`src/rtl/tlb_pkg.sv`:
```
package tlb_pkg;
    parameter int VPN_W  = 19;
    parameter int PPN_W  = 16;
    parameter int ASN_W  = 8;
    parameter int MODE_W = 2;
    localparam int MASK_W = 1 << MODE_W;

    typedef struct packed {
        logic              valid;
        logic              glob;
        logic [ASN_W-1:0]  asn;
        logic [VPN_W-1:0]  vpn;
        logic [PPN_W-1:0]  ppn;
        logic [MASK_W-1:0] rd_en;
        logic [MASK_W-1:0] wr_en;
        logic              flt_rd;
        logic              flt_wr;
    } tlb_entry_t;

    typedef enum logic [1:0] {
        FL_NONE = 2'd0,
        FL_ADDR = 2'd1,
        FL_PROC = 2'd2,
        FL_ALL  = 2'd3
    } flush_e;

    // Flush-all outranks flush-process, which outranks flush-address.
    function automatic flush_e pick_flush(input logic all, input logic proc, input logic addr);
        if (all)       return FL_ALL;
        else if (proc) return FL_PROC;
        else if (addr) return FL_ADDR;
        else           return FL_NONE;
    endfunction

    function automatic logic mode_allows(input logic [MASK_W-1:0] mask, input logic [MODE_W-1:0] mode);
        return mask[mode];
    endfunction
endpackage

```
`src/rtl/tlb_match.sv`:
```
module tlb_match
    import tlb_pkg::*;
#(
    parameter int ENTRIES = 8
) (
    input  tlb_entry_t             ents [ENTRIES],
    input  logic [VPN_W-1:0]       vpn,
    input  logic [ASN_W-1:0]       asn,
    output logic [ENTRIES-1:0]     hits
);
    for (genvar i = 0; i < ENTRIES; i++) begin : g_cmp
        assign hits[i] = ents[i].valid && (ents[i].vpn == vpn) &&
                         (ents[i].glob || (ents[i].asn == asn));
    end
endmodule

```
`src/rtl/tlb_select.sv`:
```
module tlb_select
    import tlb_pkg::*;
#(
    parameter int ENTRIES = 8
) (
    input  tlb_entry_t         ents [ENTRIES],
    input  logic [ENTRIES-1:0] hits,
    output logic               any_hit,
    output tlb_entry_t         chosen
);
    // Scan from the top down so the lowest matching index is written last.
    always_comb begin
        chosen  = '0;
        any_hit = 1'b0;
        for (int i = ENTRIES - 1; i >= 0; i--) begin
            if (hits[i]) begin
                chosen  = ents[i];
                any_hit = 1'b1;
            end
        end
    end

    // a reported hit always comes from a valid slot
    always_comb begin
        if (any_hit) a_r2_hit_from_valid: assert (chosen.valid);
    end
endmodule

```
`src/rtl/tlb_repl_ptr.sv`:
```
module tlb_repl_ptr #(
    parameter int ENTRIES = 8,
    localparam int IDX_W = (ENTRIES > 1) ? $clog2(ENTRIES) : 1
) (
    input  logic             clk,
    input  logic             rst,
    input  logic             clear,
    input  logic             step,
    output logic [IDX_W-1:0] ptr
);
    localparam logic [IDX_W-1:0] LAST = IDX_W'(ENTRIES - 1);

    always_ff @(posedge clk) begin
        if (rst || clear)  ptr <= '0;
        else if (step)     ptr <= (ptr == LAST) ? '0 : ptr + 1'b1;
    end

    a_r5_ptr_cleared: assert property (@(posedge clk) disable iff (rst)
        clear |=> (ptr == '0));
    a_r4_ptr_wraps: assert property (@(posedge clk) disable iff (rst)
        (step && !clear && ptr == LAST) |=> (ptr == '0));
    a_r6_ptr_holds: assert property (@(posedge clk) disable iff (rst)
        (!step && !clear) |=> $stable(ptr));
endmodule

```
`src/rtl/tlb_store.sv`:
```
module tlb_store
    import tlb_pkg::*;
#(
    parameter int ENTRIES = 8,
    localparam int IDX_W = (ENTRIES > 1) ? $clog2(ENTRIES) : 1
) (
    input  logic               clk,
    input  logic               rst,
    input  flush_e             fl_kind,
    input  logic [ENTRIES-1:0] fa_hits,
    input  logic               wr_en,
    input  logic [IDX_W-1:0]   wr_slot,
    input  tlb_entry_t         wr_data,
    output tlb_entry_t         ents [ENTRIES],
    output logic [ENTRIES-1:0] valid_vec,
    output logic [ENTRIES-1:0] glob_vec
);
    for (genvar i = 0; i < ENTRIES; i++) begin : g_slot
        always_ff @(posedge clk) begin
            if (rst) begin
                ents[i] <= '0;
            end else begin
                case (fl_kind)
                    FL_ALL:  ents[i] <= '0;
                    FL_PROC: if (!ents[i].glob) ents[i].valid <= 1'b0;
                    FL_ADDR: if (fa_hits[i])    ents[i].valid <= 1'b0;
                    default: if (wr_en && wr_slot == IDX_W'(i)) begin
                        ents[i]       <= wr_data;
                        ents[i].valid <= 1'b1;
                    end
                endcase
            end
        end
        assign valid_vec[i] = ents[i].valid;
        assign glob_vec[i]  = ents[i].glob;
    end

    a_r5_all_cleared: assert property (@(posedge clk) disable iff (rst)
        (fl_kind == FL_ALL) |=> (valid_vec == '0));
    a_r6_globals_kept: assert property (@(posedge clk) disable iff (rst)
        (fl_kind == FL_PROC) |=> (valid_vec == $past(valid_vec & glob_vec)));
    a_r7_addr_dropped: assert property (@(posedge clk) disable iff (rst)
        (fl_kind == FL_ADDR) |=> ((valid_vec & $past(fa_hits)) == '0));
    a_r9_no_write_on_flush: assert property (@(posedge clk) disable iff (rst)
        (fl_kind != FL_NONE) |=> ((valid_vec & ~$past(valid_vec)) == '0));
endmodule

```
`src/rtl/asn_tlb.sv`:
```
module asn_tlb
    import tlb_pkg::*;
#(
    parameter int ENTRIES = 8,
    localparam int IDX_W = (ENTRIES > 1) ? $clog2(ENTRIES) : 1
) (
    input  logic              clk,
    input  logic              rst,
    input  logic [VPN_W-1:0]  lk_vpn,
    input  logic [ASN_W-1:0]  lk_asn,
    input  logic [MODE_W-1:0] lk_mode,
    output logic              lk_hit,
    output logic [PPN_W-1:0]  lk_ppn,
    output logic [MASK_W-1:0] lk_rd_mask,
    output logic [MASK_W-1:0] lk_wr_mask,
    output logic              lk_fault_rd,
    output logic              lk_fault_wr,
    output logic              lk_rd_ok,
    output logic              lk_wr_ok,
    input  logic              ins_en,
    input  logic [VPN_W-1:0]  ins_vpn,
    input  logic [ASN_W-1:0]  ins_asn,
    input  logic              ins_global,
    input  logic [PPN_W-1:0]  ins_ppn,
    input  logic [MASK_W-1:0] ins_rd_mask,
    input  logic [MASK_W-1:0] ins_wr_mask,
    input  logic              ins_fault_rd,
    input  logic              ins_fault_wr,
    input  logic              fl_all,
    input  logic              fl_proc,
    input  logic              fl_addr,
    input  logic [VPN_W-1:0]  fl_vpn,
    input  logic [ASN_W-1:0]  fl_asn,
    input  logic              rp_adv,
    output logic [IDX_W-1:0]  rp_idx,
    output logic              rp_valid
);
    tlb_entry_t         ents [ENTRIES];
    tlb_entry_t         new_ent;
    tlb_entry_t         sel;
    logic [ENTRIES-1:0] lk_hits;
    logic [ENTRIES-1:0] fa_hits;
    logic [ENTRIES-1:0] valid_vec;
    logic [ENTRIES-1:0] glob_vec;
    logic               ins_go;
    logic               any_hit;
    flush_e             fl_kind;

    assign fl_kind = pick_flush(fl_all, fl_proc, fl_addr);
    assign ins_go  = ins_en && (fl_kind == FL_NONE);

    always_comb begin
        new_ent        = '0;
        new_ent.valid  = 1'b1;
        new_ent.glob   = ins_global;
        new_ent.asn    = ins_asn;
        new_ent.vpn    = ins_vpn;
        new_ent.ppn    = ins_ppn;
        new_ent.rd_en  = ins_rd_mask;
        new_ent.wr_en  = ins_wr_mask;
        new_ent.flt_rd = ins_fault_rd;
        new_ent.flt_wr = ins_fault_wr;
    end

    tlb_store #(.ENTRIES(ENTRIES)) u_store (
        .clk(clk), .rst(rst), .fl_kind(fl_kind), .fa_hits(fa_hits),
        .wr_en(ins_go), .wr_slot(rp_idx), .wr_data(new_ent),
        .ents(ents), .valid_vec(valid_vec), .glob_vec(glob_vec)
    );

    tlb_match #(.ENTRIES(ENTRIES)) u_lk_match (
        .ents(ents), .vpn(lk_vpn), .asn(lk_asn), .hits(lk_hits)
    );

    tlb_match #(.ENTRIES(ENTRIES)) u_fl_match (
        .ents(ents), .vpn(fl_vpn), .asn(fl_asn), .hits(fa_hits)
    );

    tlb_select #(.ENTRIES(ENTRIES)) u_select (
        .ents(ents), .hits(lk_hits), .any_hit(any_hit), .chosen(sel)
    );

    tlb_repl_ptr #(.ENTRIES(ENTRIES)) u_ptr (
        .clk(clk), .rst(rst), .clear(fl_all), .step(ins_go || rp_adv), .ptr(rp_idx)
    );

    assign lk_hit      = any_hit;
    assign lk_ppn      = sel.ppn;
    assign lk_rd_mask  = sel.rd_en;
    assign lk_wr_mask  = sel.wr_en;
    assign lk_fault_rd = sel.flt_rd;
    assign lk_fault_wr = sel.flt_wr;
    assign lk_rd_ok    = any_hit && mode_allows(sel.rd_en, lk_mode);
    assign lk_wr_ok    = any_hit && mode_allows(sel.wr_en, lk_mode);
    assign rp_valid    = valid_vec[rp_idx];

    // an accepted insert leaves a valid slot behind it
    a_r4_insert_lands: assert property (@(posedge clk) disable iff (rst)
        ins_go |=> valid_vec[$past(rp_idx)]);
    // an insert beside a flush must not move the pointer by itself
    a_r9_flush_blocks_insert: assert property (@(posedge clk) disable iff (rst)
        (ins_en && fl_proc && !fl_all && !rp_adv) |=> $stable(rp_idx));
endmodule

```
`config.mk`:
```
export PLATFORM = sky130hd
export DESIGN_NAME = asn_tlb
export DESIGN_NICKNAME = d
export VERILOG_FILES = /design/src/rtl/tlb_pkg.sv /design/src/rtl/tlb_match.sv /design/src/rtl/tlb_select.sv /design/src/rtl/tlb_repl_ptr.sv /design/src/rtl/tlb_store.sv /design/src/rtl/asn_tlb.sv
export SDC_FILE = /design/constraint.sdc
export NUM_CORES = 1
export LEC_CHECK = 0
export ABC_AREA = 1
export BUFFER_PORTS_ARGS = -buffer_cell sky130_fd_sc_hd__clkbuf_2
export CAP_MARGIN = 20
export CORE_MARGIN = 2
export CORE_UTILIZATION = 35
export DETAILED_ROUTE_END_ITERATION = 10
export GPL_TIMING_DRIVEN = 1
export SYNTH_ARGS = -nofsm -noshare
export SYNTH_HDL_FRONTEND = slang
export SYNTH_SLANG_ARGS = --single-unit
```
`constraint.sdc`:
```
create_clock -name clk -period 6.5 [get_ports clk]
set_input_delay 0.325 -clock clk [delete_from_list [all_inputs] [get_ports clk]]
set_output_delay 0.325 -clock clk [all_outputs]
set_load 0.05 [all_outputs]
```
==> results of run 1 <==
## metal layers
layer  track usage [%]  vias to the layer above  wire length (um)
met5                 0                        -                19
met4             14.00                        4              5342
met3             3.664                      229              7248
met2             48.36                     1019             47980
met1             40.13                    11362             45940
li1                  -                    11474                 -
## metrics by stage
stage | area [um2] | instances
3_3_place_gp | 24480 | 4255
3_5_place_dp | 24480 | 4255
5_1_grt | 26230 | 4346
4_1_cts | 26230 | 4346
2_1_floorplan | 23380 | 3437
6_report | 26240 | 4347
## logic make-up after synthesis
group / Yosys count / synth area share, %
buffers and inverters: 541 / 9.397
adder cells (fa/ha/maj): 11 / 0.5887
AO/OA/AOI/OAI: 1094 / 24.97
XOR/XNOR: 151 / 5.657
AND/OR/NAND/NOR: 1197 / 21.46
flip-flops: 443 / 37.93
## power groups by stage
stage | clock (mW) | sequential (mW) | combinational [mW]
floorplan | 0 | 3.19 | 0.884
global placement | 0 | 3.31 | 1.36
detailed placement | 0 | 3.30 | 1.36
CTS | 3.04 | 3.25 | 1.36
global route | 3.14 | 3.28 | 1.51
finish | 3.01 | 3.26 | 1.39
## worst paths after layout
check | end | start | slack (ns) | cells after the start
min | u_ptr.ptr[0] | fl_all | 0.04 | 3
min reg2reg | u_store.ents[297] | u_store.ents[297] | 0.45 | 2
max reg2reg | u_store.ents[413] | u_ptr.ptr[0] | 3.53 | 9
max | lk_ppn[12] | u_store.ents[250] | 2.00 | 15
## synthesized netlist by cell type (39+ instances only)
| cell type | n | share of area (%) |
|---|---|---|
| a211oi_1 | 39 | 1.3 |
| a21oi_1 | 428 | 9.2 |
| clkbuf_1 | 170 | 2.7 |
| dfxtp_1 | 443 | 38 |
| inv_1 | 294 | 4.7 |
| nand2_1 | 684 | 11 |
| nand3_1 | 94 | 2.0 |
| nand4_1 | 48 | 1.3 |
| nor2_1 | 273 | 4.4 |
| o21ai_0 | 483 | 10 |
| o22ai_1 | 74 | 2.0 |
| xnor2_1 | 64 | 2.4 |
| xor2_1 | 87 | 3.3 |
## sequential cells by signal (all words and copies together), names as in the netlist
register / cells
u_store.ents: 440
u_ptr.ptr: 3
## what timing repair did
item / 4_1_cts / 5_1_grt
hold buffers: 2 / 0
hold endpoints to repair: 1 / 0
endpoints found under the setup margin: 0 / 0
## worst reg2reg max path, cell delays in order, from the launching register on
cell      delay, ns
dfxtp_1        0.41
inv_1          0.24
ha_1           0.18
inv_1          0.05
nor3_1         0.38
o21ai_2        0.11
clkinv_2       0.50
buf_4          0.68
o21ai_0        0.18
a21oi_1        0.16
## final cells by class
type	count	area share (%)
antenna	1	0.009538
clock buffer	69	5.537
clock inverter	20	1.068
inverter	323	4.674
multi-input combinational	2453	47.17
sequential	443	33.80
tap	864	4.120
timing repair buffer	174	3.624
==> flow_metrics.tcl, run 1 <==
set metrics [dict create \
    cts_max_level 2 \
    path_delay_family "simple AND/OR/NAND/NOR gates" \
    p_switching_mw 2.501 \
    criticalPathCategory "flip-flop to primary output" \
    relSlewSlack_pct 15.58 \
    yosysWarnings 0 \
    status "finished, final reports clean" \
    peakVddDrop_mv 0.2274 \
    switching_share_pct 32.67 \
    first_pass_iters 5 \
    critPathMaxFanout 16 \
    track_usage_pct 30.04 \
    final_cell_mix "nand2_1 (684), o21ai_0 (482), dfxtp_1 (443)" \
    cts_resized 0 \
    avgSynthCellArea_um2 6.802 \
    cts_root_buffer "clkbuf_16" \
    gp_congestion 1.075 \
    crit_top_cell "nand2_1" \
    fin_crit_sh_pct 69.22 \
    antenna_found_initial 4 \
    grt_pass1_wl_mm 155.4 \
    max_stage_delay_ns 0.59 \
    fin_nets 3573 \
    grt_pass1_vias 22487 \
    synth_seq_area_share_pct 37.93 \
    crit_path_end_kind "primary output" \
    die_w_um 262.5 \
    grt_max_degree 225 \
    rsz0062_at_grt "false" \
    multiInputGateArea_mm2 0.01237 \
    drt_first_iter_violations 2525 \
    leakage_nw 11.02 \
    ioPinCount 150 \
    syn_area_mm2 0.02338 \
    worstPathArrival_ns 4.17 \
    finalSetupTns_ns 0 \
    io_buffer_count 149 \
    synth_nets 3565 \
    synth_cells 3437 \
    clk_transition_reported_paths_ns 0.06 \
    cp.required_ns 6.17 \
    cp_slowest_cell "nand3_1" \
    core-area_mm2 0.06598 \
    finalHoldViolCount 0 \
    async_flop_share_pct 0 \
    synth_ff_type "dfxtp_1" \
    cts_buffer_depth 3 \
    synthDistinctLibCells 50 \
    cts-buffers-inserted 50 \
    ys_ff_latch 443 \
    dieArea_mm2 0.06888 \
    pwr-share-seq_pct 42.5 \
    cts.sinks 443 \
    p_int_mw 5.154 \
    grt-ovfl-total 0 \
    finalWirelength_mm 106.5 \
    setup_slack_ns 2.001 \
    layout-drive-gt1-share_pct 9.449 \
    cp-start-kind "flip-flop" \
    totalPowerFinal_mw 7.655 \
    vias 24088 \
    cts_tree "done" \
    drc 0 \
    hold_ws_ns 0.04135 \
    final_common_cell "nand2_1" \
    hp-class "input pin to flip-flop" \
    skew_ns 0.03829 \
    post_cts_buffers 0 \
    setup_viol 0 \
    dp_hpwl_mm 76.28 \
    worst_pin_slew_ns 1.234 \
    ant_nets 0 \
    syn_to_final_growth_pct 12.22 \
    rows 94 \
    seq_area_mm2 0.008869 \
    p_comb_share_pct 18.2 \
    fp.dieH_um 262.5 \
    powerDensity_mw_per_mm2 291.8 \
    start_util_pct 35.43 \
    maxCapViolCount 0 \
    fill_cells 7082 \
    slew_viol_final 0 \
    synth_edf_count 0 \
    finalCriticalPeriod_ns 4.499 \
    clock_latency_ns 0.62 \
    wl_per_cell_um 24.51 \
    place_ws_ns 2.427 \
    fmaxAchievable_ghz 0.2223 \
    p_clk_share_pct 39.3 \
    fin_util_pct 39.76 \
    vias_per_cell 5.541 \
    cp_cell_sequence "inv_1 > nand2_1 > o21ai_0 > nor2_1 > nand2_1 > nor3_1 > nand3_1 > inv_2 > nand2_2 > inv_2 > a21oi_1 > nand2_1 > o211ai_1 > o21ai_0 > clkbuf_2" \
    crit_buf_inv 4 \
]
(Power assumes the default switching activity.)
==> run 2: changes to the inputs <==
Clock period 6.5 ns to 4.1 ns, I/O delays scaled along.
==> flow_metrics.tcl, run 2 (synthesis results as in run 1) <==
set metrics [dict create \
    status "finished, final reports clean" \
    dp_hpwl_mm 76.46 \
    cts-buffers-inserted 51 \
    finalCriticalPeriod_ns 3.969 \
    cts_root_buffer "clkbuf_16" \
    top_regs "u_store.ents (440), u_ptr.ptr (3)" \
    wl_per_cell_um 24.21 \
    crit_buf_inv 3 \
    place_ws_ns 0.4863 \
    max_stage_delay_ns 0.52 \
    crit_path_end_kind "primary output" \
    setup_viol 0 \
    fin_nets 3615 \
    cp_slowest_cell "dfxtp_1" \
    slew_viol_final 0 \
    antenna_found_initial 3 \
    peakVddDrop_mv 0.3846 \
    dieArea_mm2 0.06888 \
    worst_pin_slew_ns 1.080 \
    cp.required_ns 3.89 \
    syn_to_final_growth_pct 14.25 \
    drt_first_iter_violations 2563 \
    grt_pass1_wl_mm 155.5 \
    cts_max_level 2 \
    clk_transition_reported_paths_ns 0.06 \
    criticalPathCategory "flip-flop to primary output" \
    cts_buffer_depth 3 \
    finalWirelength_mm 106.3 \
    gp_congestion 1.064 \
    ant_nets 0 \
    cts.sinks 443 \
    grt_pass1_vias 22989 \
    hp-class "input pin to flip-flop" \
    final_cell_mix "nand2_1 (684), o21ai_0 (482), dfxtp_1 (443)" \
    maxCapViolCount 0 \
    worstHoldStart "ins_ppn[0]" \
    path_delay_family "simple AND/OR/NAND/NOR gates" \
    critPathMaxFanout 16 \
    powerDensity_mw_per_mm2 458.0 \
    grt_max_degree 177 \
    vias 24254 \
    start_util_pct 35.43 \
    rsz0062_at_grt "false" \
    totalPowerFinal_mw 12.23 \
    drc 0 \
    finalHoldViolCount 0 \
    skew_ns 0.02814 \
    fin_crit_sh_pct 96.82 \
    first_pass_iters 6 \
    fp.dieH_um 262.5 \
    track_usage_pct 30.02 \
    leakage_nw 11.23 \
    core-area_mm2 0.06598 \
    r2r_setup_slack_ns 1.38 \
    die_w_um 262.5 \
    multiInputGateArea_mm2 0.01238 \
    ioPinCount 150 \
    regMostFlops "u_store.ents" \
    vias_per_cell 5.522 \
    fmaxAchievable_ghz 0.2519 \
    cts_tree "done" \
    cp_cell_sequence "o22ai_1 > nor2_1 > nand2_1 > nor3_1 > nand3_1 > inv_2 > nand2_2 > inv_2 > a21oi_1 > nand2_1 > o211ai_1 > o21ai_0 > clkbuf_2" \
    grt-ovfl-total 0 \
    final_common_cell "nand2_1" \
    finalSetupTns_ns 0 \
    io_buffer_count 149 \
    relSlewSlack_pct 27.31 \
    worstPathArrival_ns 3.76 \
    seq_area_mm2 0.008869 \
    layout-drive-gt1-share_pct 10.07 \
    setup_slack_ns 0.1306 \
    worstSetupStartpoint "u_store.ents[248]" \
    cp-start-kind "flip-flop" \
    rows 94 \
    fill_cells 7021 \
    clock_latency_ns 0.64 \
    rr_startpoint "u_ptr.ptr[0]" \
    largest_reg_flops 440 \
]
## run 2: metal layers
layer / track usage, % / vias to the layer above / part of all wire (%)
met5: 0 / - / 0.0094
li1: - / 11547 / -
met4: 16.09 / 2 / 5.8
met3: 3.907 / 268 / 7.1
met2: 49.02 / 1058 / 45
met1: 38.59 / 11379 / 42
## run 2: tightest hold or removal path, stage by stage
cell	delay, ns
clkbuf_2	0.08
nand2_1	0.22
a21oi_1	0.10
## run 2: what timing repair did
action | 4_1_cts | 5_1_grt
pin swaps | 0 | 0
cloned | 0 | 0
hold endpoints to repair | 54 | 0
setup endpoints to repair | 13 | 2
hold buffers | 17 | 0
setup buffers | 2 | 0
gates resized for setup | 0 | 2
## run 2: area by class of cell
class | instances | share of cell area [%]
multi-input combinational | 2453 | 46.37
timing repair buffer | 215 | 5.162
clock inverter | 21 | 1.180
tap | 864 | 4.047
sequential | 443 | 33.20
clock buffer | 71 | 5.434
antenna | 2 | 0.01874
inverter | 323 | 4.591
## run 2: where the power goes
group	internal [mW]	total [mW]	switching (mW)	leakage, nW
sequential	4.73	5.16	0.425	3.65
combinational	0.676	2.24	1.56	6.74
clock	2.81	4.84	2.03	0.846
## run 2: final timing paths
path,end,cells after the start
max,lk_ppn[15],13
min,u_store.ents[340],3
max reg2reg,u_store.ents[311],8
min reg2reg,u_store.ents[287],2
## run 2: stage by stage
step | cell area [um2] | instances | hold slack (ns) | util, %
floorplan | 23380 | 3437 | 0.3906 | -
CTS | 26680 | 4389 | 0.01250 | 40.44
global placement | 24730 | 4278 | 0.4334 | 37.48
global route | 26710 | 4390 | 0.04573 | 40.47
detailed placement | 24730 | 4278 | 0.4377 | 37.48
finish | 26710 | 4392 | 0.03117 | 40.48
==> run 3: changes to the inputs <==
Clock period 4.1 ns to 5.03 ns, I/O delays scaled along.
==> flow_metrics.tcl, run 3 (synthesis results as in run 1) <==
set metrics [dict create \
    core-area_mm2 0.06598 \
    top_regs "u_store.ents (440), u_ptr.ptr (3)" \
    syn_to_final_growth_pct 12.59 \
    p_int_mw 6.660 \
    relSlewSlack_pct 18.48 \
    regMostFlops "u_store.ents" \
    ioPinCount 150 \
    dp_hpwl_mm 75.18 \
    gp_congestion 1.075 \
    finalWirelength_mm 103.9 \
    hp-class "input pin to flip-flop" \
    cts_max_level 2 \
    rows 94 \
    hold_ws_ns 0.04893 \
    vias 24010 \
    status "finished, final reports clean" \
    ant_nets 0 \
    drt_first_iter_violations 2566 \
    finalCriticalPeriod_ns 4.348 \
    worstPathArrival_ns 4.10 \
    finalHoldViolCount 0 \
    peakVddDrop_mv 0.2611 \
    worst_pin_slew_ns 1.221 \
    leakage_nw 11.07 \
    grt_pass1_vias 21962 \
    final_cell_mix "nand2_1 (684), o21ai_0 (482), dfxtp_1 (443)" \
    cp.required_ns 4.78 \
    rsz0062_at_grt "false" \
    n_antenna_cell 0 \
    fmaxAchievable_ghz 0.2300 \
    die_w_um 262.5 \
    fin_crit_sh_pct 86.44 \
    clk_transition_reported_paths_ns 0.06 \
    skew_ns 0.01221 \
    drc 0 \
    maxCapViolCount 0 \
    cts.sinks 443 \
    track_usage_pct 29.16 \
    cts-buffers-inserted 51 \
    pwr-share-seq_pct 42.7 \
    crit_path_end_kind "primary output" \
    cts_root_buffer "clkbuf_16" \
    slew_viol_final 0 \
    clock_latency_ns 0.62 \
    io_buffer_count 149 \
    fp.dieH_um 262.5 \
    fin_util_pct 39.89 \
    start_util_pct 35.43 \
    cts_tree "done" \
    powerDensity_mw_per_mm2 374.0 \
    wl_per_cell_um 23.83 \
    finalSetupTns_ns 0 \
    largest_reg_flops 440 \
    critPathMaxFanout 16 \
    switching_share_pct 32.35 \
    grt_pass1_wl_mm 150.7 \
    cp-start-kind "flip-flop" \
    grt_max_degree 174 \
    dieArea_mm2 0.06888 \
    layout-drive-gt1-share_pct 9.468 \
    p_switching_mw 3.185 \
    p_comb_share_pct 18.1 \
    final_common_cell "nand2_1" \
    vias_per_cell 5.507 \
    criticalPathCategory "flip-flop to primary output" \
    fin_nets 3589 \
    setup_viol 0 \
    antenna_found_initial 2 \
    first_pass_iters 6 \
    p_clk_share_pct 39.2 \
    grt-ovfl-total 0 \
    cts_buffer_depth 3 \
]
## run 3: through the flow
step	setup WS (ns)	std cells	power (mW)	instance area, um2
after global placement	1.229	4266	5.994	24560
after global routing	0.5307	4360	10.20	26320
after floorplan	2.131	3437	5.262	23380
final	0.6821	4360	9.844	26320
after detailed placement	1.249	4266	5.997	24560
after CTS	0.6963	4360	9.829	26320
## run 3: what timing repair did
action,CTS,global route
hold endpoints to repair,13,0
resized for setup,0,0
setup buffers,0,0
hold buffers,6,0
## run 3: worst max-delay path, cell delays in order (launching register included)
cell and delay (ns):
dfxtp_1 0.50, inv_1 0.09, nand2_1 0.12, nand2_1 0.06
nor2_1 0.29, nand2_1 0.09, nor2_1 0.21, nand3_2 0.41
nand2_2 0.42, nand2_4 0.21, inv_2 0.17, nand2_1 0.06
nand2_1 0.05, nand2_1 0.09, nand2_1 0.11, nand2_2 0.06
nor2_2 0.07, nor2_1 0.04, nor2_1 0.11, clkbuf_2 0.29
## run 3: area by class of cell
type	count	area [um2]
Fill cell	7010	39660
Multi-Input combinational cell	2453	12370
Sequential cell	443	8869
Clock buffer	74	1464
Inverter	323	1226
Tap cell	864	1081
Timing Repair Buffer	189	1074
Clock inverter	14	235.2
## run 3: worst paths after layout
path                                        start                 to  slack (ns)  cells past startpoint
worst max register to register       u_ptr.ptr[0]  u_store.ents[431]        2.10                      9
worst min-delay path                   ins_vpn[5]  u_store.ents[251]        0.05                      3
worst min register to register  u_store.ents[407]  u_store.ents[407]        0.45                      2
worst max-delay path             u_store.ents[82]           lk_wr_ok        0.68                     19
## run 3: metal layers
layer	up-vias	global-route usage (%)	wire (um)
li1	11507	-	-
met1	11207	39.11	44510
met2	1067	45.72	45920
met3	225	4.067	7792
met4	4	14.97	5641
met5	-	0	22
## run 3: power groups by stage
stage	Clock, mW	Sequential, mW	Combinational (mW)
6_report	3.86	4.20	1.78
5_1_grt	4.04	4.23	1.94
4_1_cts	3.89	4.19	1.75
3_5_place_dp	0	4.26	1.74
3_3_place_gp	0	4.26	1.73
2_1_floorplan	0	4.12	1.14
